`src/rtl/exc_entry_pkg.sv`:
```
package exc_entry_pkg;

  typedef enum logic [2:0] {
    CODE_RESET = 3'd0,
    CODE_BREAK = 3'd1,
    CODE_IBUS  = 3'd2,
    CODE_WATCH = 3'd3,
    CODE_DBUS  = 3'd4,
    CODE_DIV0  = 3'd5,
    CODE_IRQ   = 3'd6,
    CODE_SCALL = 3'd7
  } exc_code_e;

  typedef enum logic [1:0] {
    CLS_NONE   = 2'd0,
    CLS_NORMAL = 2'd1,
    CLS_DEBUG  = 2'd2
  } exc_class_e;

  typedef struct packed {
    logic bshadow;
    logic eshadow;
    logic gie;
  } ie_bits_t;

  localparam int SLOT_LOG2 = 5;
  localparam int CODE_W    = 3;

endpackage

```
`src/rtl/exc_cause_decode.sv`:
```
module exc_cause_decode
  import exc_entry_pkg::*;
#(
  parameter int CAUSE_W = 4
) (
  input  logic [CAUSE_W-1:0] cause_i,
  output exc_class_e         cls_o
);

  logic       hi_zero;
  exc_class_e base_cls;

  generate
    if (CAUSE_W > CODE_W) begin : g_wide
      assign hi_zero = (cause_i[CAUSE_W-1:CODE_W] == '0);
    end else begin : g_narrow
      assign hi_zero = 1'b1;
    end
  endgenerate

  always_comb begin
    case (exc_code_e'(cause_i[CODE_W-1:0]))
      CODE_BREAK, CODE_WATCH: base_cls = CLS_DEBUG;
      CODE_IBUS, CODE_DBUS, CODE_DIV0, CODE_IRQ, CODE_SCALL: base_cls = CLS_NORMAL;
      default: base_cls = CLS_NONE;
    endcase
  end

  assign cls_o = hi_zero ? base_cls : CLS_NONE;

endmodule

```
`src/rtl/exc_vector_gen.sv`:
```
module exc_vector_gen
  import exc_entry_pkg::*;
#(
  parameter int XLEN = 32
) (
  input  logic [XLEN-1:0]   nrm_base_i,
  input  logic [XLEN-1:0]   dbg_base_i,
  input  logic              remap_i,
  input  logic              is_debug_i,
  input  logic [CODE_W-1:0] code_i,
  output logic [XLEN-1:0]   vec_o
);

  localparam int ALIGN = SLOT_LOG2 + CODE_W;

  logic [XLEN-1:0] base;

  assign base  = (is_debug_i || remap_i) ? dbg_base_i : nrm_base_i;
  assign vec_o = {base[XLEN-1:ALIGN], code_i, {SLOT_LOG2{1'b0}}};

endmodule

```
`src/rtl/exc_ie_reg.sv`:
```
module exc_ie_reg
  import exc_entry_pkg::*;
(
  input  logic     clk,
  input  logic     rst,
  input  logic     take_normal_i,
  input  logic     take_debug_i,
  input  logic     wr_en_i,
  input  ie_bits_t wr_data_i,
  output ie_bits_t ie_o
);

  ie_bits_t ie_q;

  always_ff @(posedge clk) begin
    if (rst) begin
      ie_q <= '0;
    end else if (take_normal_i) begin
      if (ie_q.gie) ie_q.eshadow <= 1'b1;
      ie_q.gie <= 1'b0;
    end else if (take_debug_i) begin
      if (ie_q.gie) ie_q.bshadow <= 1'b1;
      ie_q.gie <= 1'b0;
    end else if (wr_en_i) begin
      ie_q <= wr_data_i;
    end
  end

  assign ie_o = ie_q;

  AST_GIE_OFF_AFTER_TAKE: assert property (@(posedge clk) disable iff (rst)
    (take_normal_i || take_debug_i) |=> !ie_q.gie);

  AST_ESHADOW_KEPT_ON_DEBUG: assert property (@(posedge clk) disable iff (rst)
    take_debug_i |=> $stable(ie_q.eshadow));

  AST_BSHADOW_KEPT_ON_NORMAL: assert property (@(posedge clk) disable iff (rst)
    take_normal_i |=> $stable(ie_q.bshadow));

endmodule

```
`src/rtl/exc_entry_ctrl.sv`:
```
module exc_entry_ctrl
  import exc_entry_pkg::*;
#(
  parameter int XLEN    = 32,
  parameter int CAUSE_W = 4
) (
  input  logic               clk,
  input  logic               rst,
  input  logic               exc_valid_i,
  input  logic [CAUSE_W-1:0] exc_cause_i,
  input  logic [XLEN-1:0]    pc_i,
  input  logic [XLEN-1:0]    nrm_base_i,
  input  logic [XLEN-1:0]    dbg_base_i,
  input  logic               dbg_remap_i,
  input  logic               ie_wr_en_i,
  input  logic [2:0]         ie_wr_data_i,
  output logic               pc_load_o,
  output logic [XLEN-1:0]    pc_next_o,
  output logic               ra_we_o,
  output logic               ra_sel_o,
  output logic [XLEN-1:0]    ra_data_o,
  output logic [2:0]         ie_o,
  output logic               cause_err_o
);

  exc_class_e      cls;
  logic            take_normal, take_debug, take_any, bad_cause;
  logic [XLEN-1:0] vec;
  ie_bits_t        ie_q;

  exc_cause_decode #(.CAUSE_W(CAUSE_W)) u_decode (
    .cause_i (exc_cause_i),
    .cls_o   (cls)
  );

  assign take_normal = exc_valid_i && (cls == CLS_NORMAL);
  assign take_debug  = exc_valid_i && (cls == CLS_DEBUG);
  assign take_any    = take_normal || take_debug;
  assign bad_cause   = exc_valid_i && (cls == CLS_NONE);

  exc_vector_gen #(.XLEN(XLEN)) u_vector (
    .nrm_base_i (nrm_base_i),
    .dbg_base_i (dbg_base_i),
    .remap_i    (dbg_remap_i),
    .is_debug_i (cls == CLS_DEBUG),
    .code_i     (exc_cause_i[CODE_W-1:0]),
    .vec_o      (vec)
  );

  exc_ie_reg u_ie (
    .clk           (clk),
    .rst           (rst),
    .take_normal_i (take_normal),
    .take_debug_i  (take_debug),
    .wr_en_i       (ie_wr_en_i),
    .wr_data_i     (ie_bits_t'(ie_wr_data_i)),
    .ie_o          (ie_q)
  );

  assign ie_o = ie_q;

  always_ff @(posedge clk) begin
    if (rst) begin
      pc_load_o   <= 1'b0;
      pc_next_o   <= '0;
      ra_we_o     <= 1'b0;
      ra_sel_o    <= 1'b0;
      ra_data_o   <= '0;
      cause_err_o <= 1'b0;
    end else begin
      pc_load_o   <= take_any;
      ra_we_o     <= take_any;
      cause_err_o <= bad_cause;
      if (take_any) begin
        pc_next_o <= vec;
        ra_sel_o  <= take_debug;
        ra_data_o <= pc_i;
      end
    end
  end

  AST_LOAD_NEEDS_REQ: assert property (@(posedge clk) disable iff (rst)
    pc_load_o |-> $past(exc_valid_i));

  AST_RA_IS_PC: assert property (@(posedge clk) disable iff (rst)
    ra_we_o |-> (ra_data_o == $past(pc_i)));

  AST_VEC_SLOT_ALIGNED: assert property (@(posedge clk) disable iff (rst)
    pc_load_o |-> (pc_next_o[SLOT_LOG2-1:0] == '0));

  AST_ERR_EXCLUSIVE: assert property (@(posedge clk) disable iff (rst)
    !(cause_err_o && (pc_load_o || ra_we_o)));

  AST_ERR_IE_HOLD: assert property (@(posedge clk) disable iff (rst)
    (cause_err_o && !$past(ie_wr_en_i)) |-> (ie_o == $past(ie_o)));

  AST_PULSE_ONE_CYCLE: assert property (@(posedge clk) disable iff (rst)
    (pc_load_o && !$past(exc_valid_i, 1)) |-> 1'b0);

endmodule

```
`config.mk`:
```
export PLATFORM = sky130hd
export DESIGN_NAME = exc_entry_ctrl
export DESIGN_NICKNAME = d
export VERILOG_FILES = /design/src/rtl/exc_entry_pkg.sv /design/src/rtl/exc_cause_decode.sv /design/src/rtl/exc_vector_gen.sv /design/src/rtl/exc_ie_reg.sv /design/src/rtl/exc_entry_ctrl.sv
export SDC_FILE = /design/constraint.sdc
export NUM_CORES = 1
export LEC_CHECK = 0
export BUFFER_PORTS_ARGS = -buffer_cell sky130_fd_sc_hd__buf_4
export CAP_MARGIN = 10
export CORE_MARGIN = 2
export CORE_UTILIZATION = 25
export DETAILED_ROUTE_END_ITERATION = 12
export PLACE_DENSITY = 0.56
export SYNTH_ARGS = -nofsm -noshare
export SYNTH_HDL_FRONTEND = slang
export SYNTH_SLANG_ARGS = --single-unit
```
`constraint.sdc`:
```
create_clock -name clk -period 3.3 [get_ports clk]
set_input_delay 0.495 -clock clk [delete_from_list [all_inputs] [get_ports clk]]
set_output_delay 0.495 -clock clk [all_outputs]
set_load 0.1 [all_outputs]
```
==> results.json <==
{
  "p_int_w": 0.00159,
  "vdd_drop_max_mv": 0.229,
  "postCtsSetupBuffers": 0,
  "cp-start-kind": "input port",
  "synth-edff-count": 0,
  "ctsHoldBuffers": 0,
  "synth-seq-cells": 65,
  "slew_viol_final": 0,
  "rows": 39,
  "drive_gt1_frac": 0.425,
  "design_area_sq_mm": 0.00441,
  "switchingPower_w": 0.000806,
  "antenna_found_initial": 0,
  "drt_iter0_markers": 105,
  "max_freq_mhz": 583,
  "grt_pass1_wl_mm": 13.9,
  "clock_latency_ns": 0.32,
  "diodes": 0,
  "min_period_over_period": 0.520,
  "max_cap_violations": 0,
  "clk_pin_slew_ns": 0.06,
  "netlist_top_cells_area": "dfxtp_1 (45%), a22o_1 (18%), or4bb_1 (9.4%)",
  "reg2reg_slack_ns": 2.47,
  "required_ns": 3.57,
  "routed_via_density": 4.82,
  "cp.arrival_ns": 1.98,
  "vias": 2753,
  "power_w": 0.00239,
  "drt_pre_antenna_iters": 4,
  "yosysSeqAreaShare": 0.453,
  "final.setup.worst_slack_ns": 1.58,
  "yosysMostFrequentCell": "dfxtp_1",
  "pre_cts_slack_ns": 1.22,
  "start_util": 0.254,
  "dieHeight_um": 111,
  "clk_path_buf_depth": 2,
  "avgSynthCellArea_sq_um": 10.2,
  "finalSetupViolCount": 0,
  "skew_ns": 0.00193,
  "combPwrFrac": 0.260,
  "grt_max_degree": 49,
  "io_buffer_count": 157,
  "grtUsageTotal": 0.140,
  "antenna_left": 0,
  "clock-sinks": 65,
  "wl_per_cell_um": 15.3,
  "swShare": 0.337,
  "finalWeightedCongestion": 0.824,
  "die_w_um": 111,
  "clockPowerShare": 0.386,
  "synthDistinctLibCells": 27,
  "hold_class": "in -> reg",
  "synth_cells": 281,
  "power.leakage_nw": 2.00,
  "synth_top_area_frac": 0.453,
  "synth_async_sr_flop_share": 0,
  "postPlaceCellArea_sq_mm": 0.00413,
  "fillerInstances": 1127,
  "netlist_top_cells_count": "dfxtp_1 (65), a22o_1 (59), nand2b_1 (25)",
  "design.core.area_sq_mm": 0.0113,
  "rsz0062_at_grt": "no",
  "hold_slack_ns": 0.377,
  "area_delta_synth_final_pct": 53.6,
  "synth_top_cell_by_area": "dfxtp_1",
  "final.setup.tns_ns": 0,
  "dieArea_sq_mm": 0.0124,
  "cts-resized-gates": 0,
  "hpwl_mm": 5.93,
  "status": "finished clean",
  "fin_nets": 532,
  "cts-root-buf": "clkbuf_16",
  "routed_wl_mm": 8.74,
  "ios": 179,
  "yosys_most_used_dff": "dfxtp_1",
  "drc_errors": 0,
  "syn_area_sq_mm": 0.00287,
  "yosys_warnings": 0,
  "cp-end-kind": "flip-flop",
  "min_period_ns": 1.72,
  "grt_remaining_overflow": 0,
  "grt_pass1_vias": 2711,
  "path_class": "in -> reg",
  "cts_made_buffers": 9,
  "critPathMaxFanout": 42,
  "cts-htree-levels": 3,
  "power-per-cell-area_mw_per_mm2": 542,
  "hold_viol": 0,
  "power_frac_seq": 0.354,
  "cts_tree": "built"
}
flip-flops by register name, summed over array words and instances (netlist names):
| name | count |
|---|---|
| u_ie.ie_o | 3 |
| ra_sel_o | 1 |
| ra_we_o | 1 |
| pc_next_o | 27 |
| ra_data_o | 32 |
| cause_err_o | 1 |
cell type report:
type                            instances  area (sq um)  area share
Multi-Input combinational cell        183          1420       0.322
Sequential cell                        65          1300       0.295
Timing Repair Buffer                  162          1220       0.276
Clock buffer                            9           225      0.0510
Tap cell                              143           179      0.0405
Clock inverter                          6          60.1      0.0136
Inverter                                3          11.3     0.00255
cells by family after synthesis:
| kind of cell | after synthesis | share of synthesized area |
|---|---|---|
| compound gates | 94 | 0.269 |
| other cells | 1 | 0.00131 |
| mux | 1 | 0.00348 |
| simple gates | 83 | 0.211 |
| flops | 65 | 0.453 |
| buf+inv | 37 | 0.0627 |
layout by cell type, fill, tap and decap left out, types with 2 or more instances in the layout:
cell,Yosys,routed
inv_1,3,3
nand2_1,24,24
clkinvlp_4,0,2
nand2b_1,25,25
o21ai_0,2,2
a22o_1,59,59
o211ai_1,24,24
a211oi_1,3,3
dfxtp_1,65,65
clkinv_2,0,3
conb_1,1,5
nor2b_1,3,3
buf_4,7,162
clkbuf_16,0,9
a21oi_1,2,2
or4bb_1,24,24
power groups by stage:
| stage | Combinational (W) | Sequential [W] | Clock, W |
|---|---|---|---|
| after floorplan | 0.000161 | 0.00115 | 0 |
| after global placement | 0.000622 | 0.000863 | 0 |
| after detailed placement | 0.000626 | 0.000864 | 0 |
| after CTS | 0.000626 | 0.000847 | 0.000959 |
| after global routing | 0.000650 | 0.000851 | 0.000987 |
| final | 0.000622 | 0.000847 | 0.000923 |
metrics by stage:
stage	std cells	utilization
2_1_floorplan	285	-
3_3_place_gp	556	0.365
3_5_place_dp	556	0.365
4_1_cts	571	0.390
5_1_grt	571	0.390
6_report	571	0.390
metal layers:
metal | vias up | routed length [um] | global-route usage
met5 | - | 0 | 0
met4 | 0 | 65 | 0.0321
met2 | 117 | 4230 | 0.233
li1 | 1337 | - | -
met3 | 8 | 661 | 0.0541
met1 | 1291 | 3780 | 0.170
worst max-delay path, stage by stage:
cell     delay [ns]
buf_4          0.21
or3_4          0.45
a21oi_4        0.16
buf_4          0.41
a22o_1         0.23
final timing paths:
path,cells past startpoint,end,start
hold reg to reg,2,u_ie.ie_o[1]$_SDFFE_PP0P_,u_ie.ie_o[1]$_SDFFE_PP0P_
setup / recovery,5,ra_data_o[17]$_SDFFE_PP0P_,exc_cause_i[0]
hold / removal,2,ra_data_o[2]$_SDFFE_PP0P_,pc_i[2]
setup reg to reg,2,u_ie.ie_o[1]$_SDFFE_PP0P_,u_ie.ie_o[0]$_SDFFE_PP0P_
Power figures use the tool's default switching activity.
